File: src/rtl/dout_pkg.sv
package dout_pkg;
  typedef enum logic [1:0] {
    LED_OFF    = 2'b00,
    LED_GREEN  = 2'b01,
    LED_YELLOW = 2'b10
  } led_e;
endpackage

File: src/rtl/dout_sync.sv
module dout_sync #(
  parameter int W = 32
) (
  input  logic         clk,
  input  logic         rst_n,
  input  logic [W-1:0] d_async,
  output logic [W-1:0] d_sync
);
  logic [W-1:0] stage1_q, stage2_q;

  always_ff @(posedge clk or negedge rst_n) begin
    if (!rst_n) begin
      stage1_q <= '0;
      stage2_q <= '0;
    end else begin
      stage1_q <= d_async;
      stage2_q <= stage1_q;
    end
  end

  assign d_sync = stage2_q;
endmodule

File: src/rtl/dout_comm_timer.sv
module dout_comm_timer #(
  parameter int CLK_KHZ    = 200000,
  parameter int TIMEOUT_MS = 400
) (
  input  logic clk,
  input  logic rst_n,
  input  logic alive,
  output logic lost
);
  localparam int PRE_W = $clog2(CLK_KHZ);
  localparam int MS_W  = $clog2(TIMEOUT_MS + 1);
  localparam logic [PRE_W-1:0] PRE_LAST = PRE_W'(CLK_KHZ - 1);
  localparam logic [MS_W-1:0]  MS_LAST  = MS_W'(TIMEOUT_MS - 1);

  logic [PRE_W-1:0] pre_q;
  logic [MS_W-1:0]  ms_q;
  logic             lost_q;

  always_ff @(posedge clk or negedge rst_n) begin
    if (!rst_n) begin
      pre_q  <= '0;
      ms_q   <= '0;
      lost_q <= 1'b0;
    end else if (alive) begin
      pre_q  <= '0;
      ms_q   <= '0;
      lost_q <= 1'b0;
    end else if (!lost_q) begin
      if (pre_q == PRE_LAST) begin
        pre_q <= '0;
        if (ms_q == MS_LAST) lost_q <= 1'b1;
        else                 ms_q   <= ms_q + 1'b1;
      end else begin
        pre_q <= pre_q + 1'b1;
      end
    end
  end

  assign lost = lost_q;

  // an alive pulse always clears the loss indication
  assert_alive_clears_loss_R1: assert property (@(posedge clk) disable iff (!rst_n)
    alive |=> !lost);
endmodule

File: src/rtl/dout_group.sv
module dout_group import dout_pkg::*; #(
  parameter int N = 16
) (
  input  logic           clk,
  input  logic           rst_n,
  input  logic           pwr_ok,
  input  logic           accept,
  input  logic [N-1:0]   want_cmd,
  input  logic [N-1:0]   oc_s,
  output logic [N-1:0]   drive_q,
  output logic [N-1:0]   fault_q,
  output logic [2*N-1:0] led_q,
  output logic [1:0]     gled_q,
  output logic           flt_any
);
  logic         blk_q;
  logic [N-1:0] want, flt, drv;
  logic [2*N-1:0] led_d;

  // group held dark after supply loss (and after reset) until a word is taken
  always_ff @(posedge clk or negedge rst_n) begin
    if (!rst_n)       blk_q <= 1'b1;
    else if (!pwr_ok) blk_q <= 1'b1;
    else if (accept)  blk_q <= 1'b0;
  end

  assign want    = want_cmd & {N{pwr_ok & ~blk_q}};
  assign flt     = want & oc_s;
  assign drv     = want & ~oc_s;
  assign flt_any = |flt;

  always_comb begin
    for (int i = 0; i < N; i++) begin
      if (flt[i])      led_d[2*i +: 2] = LED_YELLOW;
      else if (drv[i]) led_d[2*i +: 2] = LED_GREEN;
      else             led_d[2*i +: 2] = LED_OFF;
    end
  end

  always_ff @(posedge clk or negedge rst_n) begin
    if (!rst_n) begin
      drive_q <= '0;
      fault_q <= '0;
      led_q   <= '0;
      gled_q  <= LED_OFF;
    end else begin
      drive_q <= drv;
      fault_q <= flt;
      led_q   <= led_d;
      if (!pwr_ok)      gled_q <= LED_OFF;
      else if (flt_any) gled_q <= LED_YELLOW;
      else              gled_q <= LED_GREEN;
    end
  end

  // supply low in a cycle leaves the group dark on the next
  assert_dark_on_supply_loss_R3: assert property (@(posedge clk) disable iff (!rst_n)
    !pwr_ok |=> drive_q == '0);

  // supply back without a new word keeps the group dark
  assert_stay_dark_after_return_R4: assert property (@(posedge clk) disable iff (!rst_n)
    (pwr_ok && !accept && $past(!pwr_ok)) |=> drive_q == '0);
endmodule

File: src/rtl/dout_guard.sv
module dout_guard import dout_pkg::*; #(
  parameter int PTS_PER_GRP = 16,
  parameter int CLK_KHZ     = 200000,
  parameter int TIMEOUT_MS  = 400
) (
  input  logic                     clk,
  input  logic                     rst_n,
  input  logic                     host_valid,
  output logic                     host_ready,
  input  logic [2*PTS_PER_GRP-1:0] host_data,
  input  logic                     comm_alive,
  input  logic [1:0]               grp_pwr_ok,
  input  logic [2*PTS_PER_GRP-1:0] oc_flag,
  input  logic                     sw_hold,
  input  logic                     cfg_hold,
  input  logic                     tb_present,
  output logic [2*PTS_PER_GRP-1:0] point_drive,
  output logic [4*PTS_PER_GRP-1:0] point_led,
  output logic [3:0]               group_led,
  output logic [15:0]              status,
  output logic [2*PTS_PER_GRP-1:0] prot_status
);
  localparam int NGRP = 2;
  localparam int NPTS = NGRP * PTS_PER_GRP;

  logic            rdy_q;
  logic [NPTS-1:0] cmd_q;
  logic [NPTS-1:0] oc_s;
  logic [NPTS-1:0] want_cmd;
  logic            lost, mismatch, kill, accept;
  logic [NGRP-1:0] flt_any;
  logic [15:0]     status_q;

  assign accept   = host_valid & rdy_q;
  assign mismatch = sw_hold ^ cfg_hold;
  assign kill     = mismatch | (lost & ~sw_hold);
  assign want_cmd = cmd_q & {NPTS{~kill}};

  always_ff @(posedge clk or negedge rst_n) begin
    if (!rst_n) begin
      rdy_q <= 1'b0;
      cmd_q <= '0;
    end else begin
      rdy_q <= 1'b1;
      if (accept) cmd_q <= host_data;
    end
  end

  dout_sync #(.W(NPTS)) u_oc_sync (
    .clk(clk), .rst_n(rst_n), .d_async(oc_flag), .d_sync(oc_s)
  );

  dout_comm_timer #(.CLK_KHZ(CLK_KHZ), .TIMEOUT_MS(TIMEOUT_MS)) u_timer (
    .clk(clk), .rst_n(rst_n), .alive(comm_alive), .lost(lost)
  );

  for (genvar g = 0; g < NGRP; g++) begin : g_grp
    dout_group #(.N(PTS_PER_GRP)) u_grp (
      .clk     (clk),
      .rst_n   (rst_n),
      .pwr_ok  (grp_pwr_ok[g]),
      .accept  (accept),
      .want_cmd(want_cmd[g*PTS_PER_GRP +: PTS_PER_GRP]),
      .oc_s    (oc_s[g*PTS_PER_GRP +: PTS_PER_GRP]),
      .drive_q (point_drive[g*PTS_PER_GRP +: PTS_PER_GRP]),
      .fault_q (prot_status[g*PTS_PER_GRP +: PTS_PER_GRP]),
      .led_q   (point_led[2*g*PTS_PER_GRP +: 2*PTS_PER_GRP]),
      .gled_q  (group_led[2*g +: 2]),
      .flt_any (flt_any[g])
    );
  end

  always_ff @(posedge clk or negedge rst_n) begin
    if (!rst_n) status_q <= '0;
    else status_q <= {8'h00, flt_any[1], flt_any[0], ~grp_pwr_ok[1], ~grp_pwr_ok[0],
                      ~tb_present, lost, mismatch, sw_hold};
  end

  assign status     = status_q;
  assign host_ready = rdy_q;

  // mode disagreement darkens every point and is flagged
  assert_mismatch_forces_off_R5: assert property (@(posedge clk) disable iff (!rst_n)
    (sw_hold != cfg_hold) |=> (point_drive == '0) && status[1]);

  // lost communication in force-off mode darkens every point
  assert_timeout_forces_off_R1: assert property (@(posedge clk) disable iff (!rst_n)
    (lost && !sw_hold) |=> point_drive == '0);
endmodule

File: config.mk
export PLATFORM = sky130hd
export DESIGN_NAME = dout_guard
export DESIGN_NICKNAME = d
export VERILOG_FILES = /design/src/rtl/dout_pkg.sv /design/src/rtl/dout_sync.sv /design/src/rtl/dout_comm_timer.sv /design/src/rtl/dout_group.sv /design/src/rtl/dout_guard.sv
export SDC_FILE = /design/constraint.sdc
export NUM_CORES = 1
export LEC_CHECK = 0
export ABC_AREA = 0
export BUFFER_PORTS_ARGS = -buffer_cell sky130_fd_sc_hd__buf_2
export CAP_MARGIN = 25
export CORE_ASPECT_RATIO = 1.25
export CORE_MARGIN = 2
export CORE_UTILIZATION = 48
export CTS_BUF_LIST = sky130_fd_sc_hd__clkbuf_8
export DETAILED_ROUTE_END_ITERATION = 10
export HOLD_SLACK_MARGIN = 0.02
export PLACE_DENSITY = 0.78
export RECOVER_POWER = 100
export SLEW_MARGIN = 20
export SYNTH_ARGS = -nofsm -noshare
export SYNTH_HDL_FRONTEND = slang
export SYNTH_SLANG_ARGS = --single-unit
File: constraint.sdc
create_clock -name clk -period 2 [get_ports clk]
set_input_delay 0.1 -clock clk [delete_from_list [all_inputs] [get_ports clk]]
set_output_delay 0.1 -clock clk [all_outputs]
set_load 0.03 [all_outputs]
== Yosys cells after proc, flatten, opt, wreduce, memory -nomap -nowiden ==
Index checks and enable logic that the tools add are counted.

* Register bits: 267
* Word-level logic and storage cells: 134

* Mux-type cells: 82
* $add $sub $neg: 2
* Bitwise logic cells: 22
* Equal/unequal tests: 6
* Reduce and logical (&&, ||, !) cells: 4

{| class="wikitable"
|+ Operators with widths
! cell !! number
|-
| bitwise AND 16 bit || 6
|-
| 2-to-1 mux 2 bit || 36
|-
| 2-to-1 mux 18 bit || 3
|-
| 2-to-1 mux 1 bit || 39
|-
| 2-to-1 mux 9 bit || 4
|-
| bitwise AND 32 bit || 1
|-
| NOT 16 bit || 2
|-
| OR reduction 16 bit || 2
|-
| adder 18 x 1 -> 18 bit, second input constant || 1
|-
| equality test 18 bit, second input constant || 1
|-
| adder 9 x 1 -> 9 bit, second input constant || 1
|-
| equality test 9 bit, second input constant || 1
|-
| NOT 1 bit || 7
|-
| bitwise AND 1 bit || 4
|-
| inequality test 2 x 1 -> 1 bit, second input constant || 2
|-
| inequality test 2 bit, second input constant || 2
|-
| AND reduction 3 bit || 1
|-
| nonzero test 2 bit || 1
|-
| OR 1 bit || 1
|-
| XOR 1 bit || 1
|}

== Logic depth before layout (Yosys ltp) ==
Gate-level depths: netlist of the first run.

* Depth after elaboration: 10
* Mapped depth: 8

== Cells and area by module ==
A second synthesis of the first run with hierarchy kept.

* Cell total of the unflattened synthesis: 639
* Area, all modules: 8003.9 µm²

{| class="wikitable"
|+ By module, submodules not included
! module !! times used !! cells each !! area each (µm²) !! sequential area each (µm²)
|-
| dout_group || 2 || 133 || 1491.4 || 877.1
|-
| dout_guard || 1 || 132 || 1804.2 || 1026.0
|-
| dout_comm_timer || 1 || 177 || 1615.3 || 700.7
|-
| dout_sync || 1 || 64 || 1601.5 || 1601.5
|}

== Worst setup path before layout of the first run ==
OpenSTA, ideal clock, no wires.

* Path kind: register -> register
* From: register u_timer.pre_q[14]
* To: register u_timer.ms_q[2]
* Setup time: 120 ps
* Stages on the path, launching flop included: 7
* Path buffers: 1
* Required time: 1880 ps
* Path slack: -161 ps
* Arrival: 2040 ps
* Cell sequence: dfrtp_1 > or4_1 > or3_1 > buf_6 > nor4_4 > a21oi_1 > a31o_2

* Word-level cells in the longest chain between the ends: 3

{| class="wikitable"
|+ Ends and longest elaborated chain
! element !! line !! source
|-
| start, declared || dout_comm_timer.sv:15 || <nowiki>logic [PRE_W-1:0] pre_q;</nowiki>
|-
| start signal, assigned || dout_comm_timer.sv:34 || <nowiki>pre_q <= pre_q + 1'b1;</nowiki>
|-
| equality test 18 bit || dout_comm_timer.sv:29 || <nowiki>if (pre_q == PRE_LAST) begin</nowiki>
|-
| nonzero test 2 bit (no line) || n/a ||
|-
| AND reduction 3 bit (no line) || n/a ||
|-
| end signal, assigned || dout_comm_timer.sv:32 || <nowiki>else ms_q <= ms_q + 1'b1;</nowiki>
|-
| end, declared || dout_comm_timer.sv:16 || <nowiki>logic [MS_W-1:0] ms_q;</nowiki>
|}

Every way passes these cells.
A chain may end at the register's enable or synchronous reset.

== Worst setup path after layout of the first run ==
* From: register u_timer.pre_q[14]
* To: register u_timer.ms_q[0]

The elaborated chain is that of the path after synthesis.

==> results of run 1 <==
==> cells in the mapped netlist <==
cell	n	area share
dfrtp_1	201	0.67
buf_4	72	0.072
nor2_1	67	0.034
nand2_1	45	0.023
and3_1	35	0.029
mux2_2	32	0.048
clkbuf_1	12	0.0060
xnor2_1	11	0.013
nand4_1	10	0.0084
a22oi_1	8	0.0080
nand3_1	8	0.0053
xor2_1	8	0.0094
a21oi_1	7	0.0047
nor4_1	7	0.0058
nor3_1	6	0.0040
inv_1	5	0.0025
a221oi_1	4	0.0047
a22o_1	4	0.0047
mux2i_1	4	0.0053
nand2b_1	4	0.0033
nor2b_1	4	0.0033
o21a_1	4	0.0040
or4_1	3	0.0030
a2bb2oi_1	2	0.0023
a31o_2	2	0.0023
conb_1	2	0.0010
dfstp_2	2	0.0070
ha_1	2	0.0033
or3_1	2	0.0017
a21o_1	1	0.0010
and3_2	1	0.0010
buf_1	1	0.00050
buf_2	1	0.00067
buf_6	1	0.0015
nor4_4	1	0.0028
nor4b_1	1	0.0012
o211ai_1	1	0.0010
==> power by group through the flow <==
stage	Clock, uW	Sequential [uW]	Combinational [uW]
after floorplan	0	4540	288
after global placement	0	4510	587
after detailed placement	0	4520	599
after CTS	3270	4450	708
after global routing	3440	4480	736
final	3160	4450	669
==> per-layer routing <==
| metal | routed length [um] | part of all wire |
|---|---|---|
| met5 | 0 | 0 |
| met4 | 287 | 0.018 |
| met1 | 6300 | 0.39 |
| met3 | 1020 | 0.063 |
| met2 | 8620 | 0.53 |
==> worst min path at each step <==
| stage | from | end | slack [ps] | cells past startpoint |
|---|---|---|---|---|
| 6_report | host_valid | g_grp[1].u_grp.blk_q | 190 | 4 |
| 5_1_grt | oc_flag[31] | u_oc_sync.stage1_q[31] | 170 | 2 |
| 4_1_cts | host_valid | g_grp[0].u_grp.blk_q | 20 | 4 |
| 3_5_place_dp | rst_n | u_oc_sync.d_sync[26] | 130 | 1 |
| 3_3_place_gp | rst_n | u_oc_sync.stage1_q[26] | 130 | 1 |
| 2_1_floorplan | rst_n | cmd_q[0] | -200 | 0 |
==> per-stage QoR <==
stage                     instance area [um2]  utilization
after floorplan                          7520            -
after global placement                   8530        0.553
after detailed placement                 8530        0.553
after CTS                                9920        0.642
after global routing                     9630        0.624
final                                    9630        0.624
==> worst register-to-register path: cells and delay by family, from the launching register on <==
family	cells	cell delay [ps]
buf+inv	1	200
xor+xnor	1	100
simple gates	4	1330
flops	1	380
==> state kept, by name, indices dropped and copies added (netlist names) <==
signal and count:
u_oc_sync.stage1_q 32, g_grp.u_grp.fault_q 31, status 8, g_grp.u_grp.gled_q 4
u_timer.lost 1, g_grp.u_grp.blk_q 2, cmd_q 32, u_oc_sync.d_sync 32
host_ready 1, u_timer.pre_q 18, u_timer.ms_q 9, g_grp.u_grp.drive_q 30
g_grp.u_grp.led_q 3
==> final cells by class <==
class                   count  area, um2
multi-input cells         293       1880
inverters                   5       18.8
fillers                  1271       5810
flip-flops and latches    203       5080
clock inverters            18       72.6
well taps                 212        265
repair buffers            311       1790
clock buffers              38        523
==> what timing repair did <==
item                                    in CTS  in global routing
buffers inserted                             1                  0
endpoints found under the setup margin      11                 11
pin swaps                                    4                  4
resized for setup                           10                  0
hold buffers                                71                  0
endpoints found under the hold margin      270                  0
==> kinds of logic after synthesis <==
family / count (synthesis) / synth area share
mux: 36 / 0.0535
xor+xnor: 19 / 0.0222
compound gates: 33 / 0.0327
simple gates: 194 / 0.125
other cells: 2 / 0.00100
flops: 203 / 0.679
buf+inv: 92 / 0.0834
fa+ha+maj: 2 / 0.00334
==> metrics.md, run 1 <==
| Metric | Value |
|---|---|
| Outcome | complete, but fails checks |
| Violated checks | max-capacitance violations, max-slew violations, negative setup slack |
| Sw Share | 0.237 |
| Post-Syn Instances | 581 |
| CP bufs+invs | 1 |
| Total number of H-tree levels | 1 |
| Flop2flop setup slack | -120 ps |
| Die height | ~140 um |
| Pre-antenna DRT Iters | 4 |
| Largest delay share family, worst path | simple AND/OR/NAND/NOR gates |
| Number of synthesized register bits | between 200 and 250 |
| # rows | 51 |
| GRT Total Usage | 0.193 |
| P_sw | about 2000 uW |
| ANT nets after route | 0 |
| Worst Setup EP | u_timer.ms_q[0] |
| CP Max Fanout | 5 |
| I/O Buffers | 213 |
| TNS Setup | -785 ps |
| Placed cell count | 952 |
| Final GP Congestion | 0.850 |
| Clock share of power | 0.381 |
| Setup crit start | u_timer.pre_q[14] |
| Max_cap viols | 1 |
| Yosys warns | 0 |
| CTS sink cnt | just over 200 |
| Synthesized area | about 7500 um2 |
| GRT met3 Usage | 0.0380 |
| Critical path's slowest cell | or4_1 |
| Max Root-Sink Buffers | 3 |
| Clock transition at the registers of the reported paths | 60 ps |
| RSZ-0062 raised after global routing | true |
| Num CTS Buffers | 30 |
| CP peak stage delay | 510 ps |
| Setup slack at placement | -220 ps |
| Pint | approximately 6300 uW |
| Via density | 4.78 |
| CTS tree | yes |
| Power, Total | 8270 uW |
| Setup CP Type | reg -> reg |
| Slew at the pin closest to its max-slew limit | 1550 ps |
| Worst vdd ir | between 0.5 and 0.6 mV |
| Met1 Use GR | 0.227 |
| First-pass GRT wire length | 25.1 mm |
| GR Util met2 | 0.351 |
| Most frequent cells in the layout | dfrtp_1 (201), clkbuf_1 (151), dlygate4sd3_1 (71) |
| Crit share post-route | 1.06 |
| Pin count of the biggest net entering global routing | 66 |
| # nets final | 919 |
| P per Cell Area | about 860 nW/um2 |
| Die W | 116 um |
| Drt drc | 0 |
| Io pins | 222 |
| Total die area | roughly 17,000 um2 |
| Antenna violations before repair | 0 |
| Hold WC Path Type | in -> reg |
| FF-to-FF Start | u_timer.pre_q[14] |
| Share of cells above drive strength 1 | 0.203 |
| Grt peak-use layer | met2 |
| Reg-to-reg endpoint | u_timer.ms_q[0] |
| Floorplan core area | 15,400 um2 |
| Max Freq | around 470 MHz |
| Final WS setup | -122 ps |
| Vias | 5,164 |
| Aggregate global routing overflow | 0 |
| Yosys cell types | 37 |
| Cell count along the critical path | 6 |
| Leak | 0.00462 uW |
| Total routed wirelength | about 16 mm |
| Nature of the critical path endpoint | flop |
| Endpoints failing hold | 0 |
| Final setup violation count | 11 |
| Starting Density | 0.485 |
| Slew Limit Headroom | -0.0363 |
| Worst hold margin | 189 ps |
| Clock Skew | 7.92 ps |
| Comb pwr share | 0.081 |
| Final worst path period need | 2120 ps |
| Clock Latency Late Sink | about 530 ps |
| R2R cell count | 6 |
| Non-filler cells, final | between 1,000 and 1,500 |
| DPL Wire Length | ~11 mm |
| Crit path cell chain | or4_1 -> or3_4 -> nor4_4 -> buf_4 -> xnor2_2 -> nor2_1 |
| Sequential cell area fraction in the yosys report | 0.679 |
| Number of global-route vias before repair | between 5,000 and 6,000 |
| Sequential share of power | 0.538 |
| Startpoint Class | flop |
| Slew Limit Fails | 66 |
| Synth Area per Inst | 12.9 um2 |
| WL/cell | 15.0 um |
| N_diodes | 0 |
| Area grow syn2layout | 28.6% |
| Required time of the critical path | 2420 ps |
| Worst EP arrival | approximately 2500 ps |
| CTS root buf | clkbuf_8 |
| Initial drt markers | ~260 |
| Most common cell after layout, fill and taps aside | dfrtp_1 |
Power figures use the tool's default switching activity.
==> run 2, diff against run 1 <==
--- a/config.mk
+++ b/config.mk
@@ -15,7 +15,6 @@
 export DETAILED_ROUTE_END_ITERATION = 10
 export HOLD_SLACK_MARGIN = 0.02
 export PLACE_DENSITY = 0.78
-export RECOVER_POWER = 100
 export SLEW_MARGIN = 20
 export SYNTH_ARGS = -nofsm -noshare
 export SYNTH_HDL_FRONTEND = slang
==> run 2 against run 1 <==
- non-clock buffer count unchanged
- critical endpoint unchanged
- largest power group unchanged
- critical path depth unchanged
- the flow finishes with violations (negative setup slack)
- global-route usage is the same
- via count down 0.35%
==> metrics.md, run 2 (same netlist as run 1, synthesis figures left out) <==
| Metric | Value |
|---|---|
| CTS tree | yes |
| Power, Total | 8310 uW (+0.39%) |
| CTS root buf | clkbuf_8 |
| Final WS setup | -109 ps (+13.2 ps) |
| Critical path's slowest cell | or4_1 |
| Outcome | complete, but fails checks |
| Largest delay share family, worst path | simple AND/OR/NAND/NOR gates |
| FF-to-FF Start | u_timer.pre_q[14] |
| CP peak stage delay | 510 ps (about the same) |
| Number of global-route vias before repair | 5,175 (unchanged) |
| Post-Place Cell Area | 8530 um2 (unchanged) |
| Endpoints failing hold | 0 (unchanged) |
| Setup CP Type | reg -> reg |
| Final GP Congestion | 0.850 (unchanged) |
| Comb pwr share | 0.085 (+0.004) |
| Final setup violation count | 9 (-2) |
| Total number of H-tree levels | 1 (unchanged) |
| Sequential share of power | 0.536 (-0.002) |
| Filler Cells Inserted | 1,160 (-8.7%) |
| Clock Latency Late Sink | 530 ps (about the same) |
| Leak | 0.00529 uW (+14%) |
| Sw Share | 0.236 (-0.000687) |
| Floorplan core area | 15,400 um2 (unchanged) |
| CP bufs+invs | 1 (unchanged) |
| Crit share post-route | 1.05 (-0.00662) |
| DPL Wire Length | 10.6 mm (unchanged) |
| Flop2flop setup slack | -110 ps (about the same) |
| Final instance area | 9920 um2 (+2.9%) |
| Aggregate global routing overflow | 0 (unchanged) |
| Pint | 6350 uW (+0.48%) |
| I/O Buffers | 213 (unchanged) |
| Worst vdd ir | 0.585 mV (+4.9%) |
| Drt drc | 0 (unchanged) |
| WL/cell | 14.9 um (-0.80%) |
| Worst hold margin | 63.0 ps (-126 ps) |
| Via density | 4.76 (-0.35%) |
| Clock share of power | 0.380 (about the same) |
| Clock transition at the registers of the reported paths | 60 ps (about the same) |
| HP Start | host_valid |
| Area grow syn2layout | 32.4% |
| R2R cell count | 6 (unchanged) |
| Hold WC Path Type | in -> reg |
| Most frequent cells in the layout | buf_2 (212), dfrtp_1 (201), dlygate4sd3_1 (71) |
| Hold Path End | g_grp[1].u_grp.blk_q |
| Die W | 116 um (unchanged) |
| Starting Density | 0.485 (unchanged) |
| Max Root-Sink Buffers | 3 (unchanged) |
| Layout Utilization | 0.642 (+0.0183) |
| Nature of the critical path endpoint | flop |
| Share of cells above drive strength 1 | 0.379 (+0.176) |
| Vias | 5,146 (-0.35%) |
| Crit path cell chain | or4_1 -> or3_4 -> nor4_4 -> buf_4 -> xnor2_2 -> nor2_1 |
| CTS sink cnt | 203 (unchanged) |
| Violated checks | negative setup slack |
| N_diodes | 0 (unchanged) |
| P per Cell Area | 838 nW/um2 (-2.5%) |
| Setup slack at placement | -220 ps (unchanged) |
| Slew Limit Fails | 0 (-100%) |
| Final worst path period need | 2110 ps (-13.2 ps) |
| P_sw | 1960 uW (about the same) |
| CP Max Fanout | 5 (unchanged) |
| Initial drt markers | 251 (-2.7%) |
| First-pass GRT wire length | 25.1 mm (unchanged) |
| Max Freq | 474 MHz (+0.63%) |
| # rows | 51 (unchanged) |
| Slew at the pin closest to its max-slew limit | 533 ps (-1020 ps) |
| Antenna violations before repair | 0 (unchanged) |
| RSZ-0062 raised after global routing | true |
| Slew Limit Headroom | 0.644 (+0.681) |
| Hold Crit Depth | 4 (unchanged) |
| Pin count of the biggest net entering global routing | 66 (unchanged) |
| GRT Total Usage | 0.193 (unchanged) |
| Total die area | 16,600 um2 (unchanged) |
| Io pins | 222 (unchanged) |
| # nets final | 919 (unchanged) |
| Die height | 144 um (unchanged) |
| Clock Skew | 12.9 ps (+4.98 ps) |
| Max_cap viols | 0 (-1) |
| Reg-to-reg endpoint | u_timer.ms_q[0] |
| Num CTS Buffers | 30 (unchanged) |
| Pre-antenna DRT Iters | 4 (unchanged) |
| Required time of the critical path | 2420 ps (about the same) |
| Most common cell after layout, fill and taps aside | buf_2 |
| ANT nets after route | 0 (unchanged) |
| Startpoint Class | flop |
| Total routed wirelength | 16.1 mm (-0.80%) |
| Worst EP arrival | 2530 ps (about the same) |
-- run 2: changes by cell type in the layout (fill, tap and decap cells not counted), moves of 2 or more --
cell / delta
buf_12: +6
buf_2: +149
buf_4: +3
buf_6: -2
clkbuf_1: -151
clkbuf_2: -3
clkbuf_4: -3
-- run 2: layout make-up --
type / instances / area (um2) / area share
clock buffers: 38 / 523 / 0.0527
clock inverters: 18 / 72.6 / 0.00732
inverters: 5 / 18.8 / 0.00189
multi-input cells: 293 / 1890 / 0.191
flip-flops and latches: 203 / 5080 / 0.513
well taps: 212 / 265 / 0.0268
repair buffers: 311 / 2060 / 0.208
-- run 2: repair_timing --
action,4_1_cts,5_1_grt
hold endpoints to repair,270,0
hold buffers,71,0
pin swaps,4,4
endpoints found under the setup margin,11,11
resized for setup,10,0
setup buffers,1,0
-- run 2: worst register-to-register path, delay by kind of cell, from the launching register on --
kind / cells / cell delay (ps)
flip-flops: 1 / 380
XOR/XNOR: 1 / 100
AND/OR/NAND/NOR: 4 / 1330
buffers and inverters: 1 / 200
-- run 2: metal layers --
layer / track usage / part of all wire / vias up
li1: - / - / 2403
met1: 0.227 / 0.38 / 2520
met2: 0.351 / 0.54 / 199
met3: 0.0380 / 0.066 / 24
met4: 0.0627 / 0.019 / 0
met5: 0 / 0 / -
-- run 2: worst max-delay path by stage --
| stage | end | cells past startpoint | start | slack (ps) |
|---|---|---|---|---|
| final | u_timer.ms_q[0] | 6 | u_timer.pre_q[14] | -110 |
| after CTS | u_timer.ms_q[0] | 6 | u_timer.pre_q[14] | -130 |
| after global routing | u_timer.ms_q[0] | 6 | u_timer.pre_q[14] | -190 |
| after detailed placement | u_timer.ms_q[7] | 6 | u_timer.pre_q[14] | -220 |
| after global placement | u_timer.ms_q[6] | 6 | u_timer.pre_q[14] | -170 |
| after floorplan | u_timer.ms_q[2] | 6 | u_timer.pre_q[14] | -160 |
-- run 2: through the flow --
stage | setup TNS, ps | cells
finish | -671 | 1080
global route | -1400 | 1080
CTS | -830 | 1080
detailed placement | -1640 | 952
global placement | -1170 | 952
floorplan | -1200 | 588
-- run 2: power groups by stage --
stage | clock [uW] | sequential, uW | combinational [uW]
after floorplan | 0 | 4540 | 288
after global placement | 0 | 4510 | 587
after detailed placement | 0 | 4520 | 599
after CTS | 3270 | 4450 | 708
after global routing | 3440 | 4470 | 770
final | 3160 | 4450 | 703
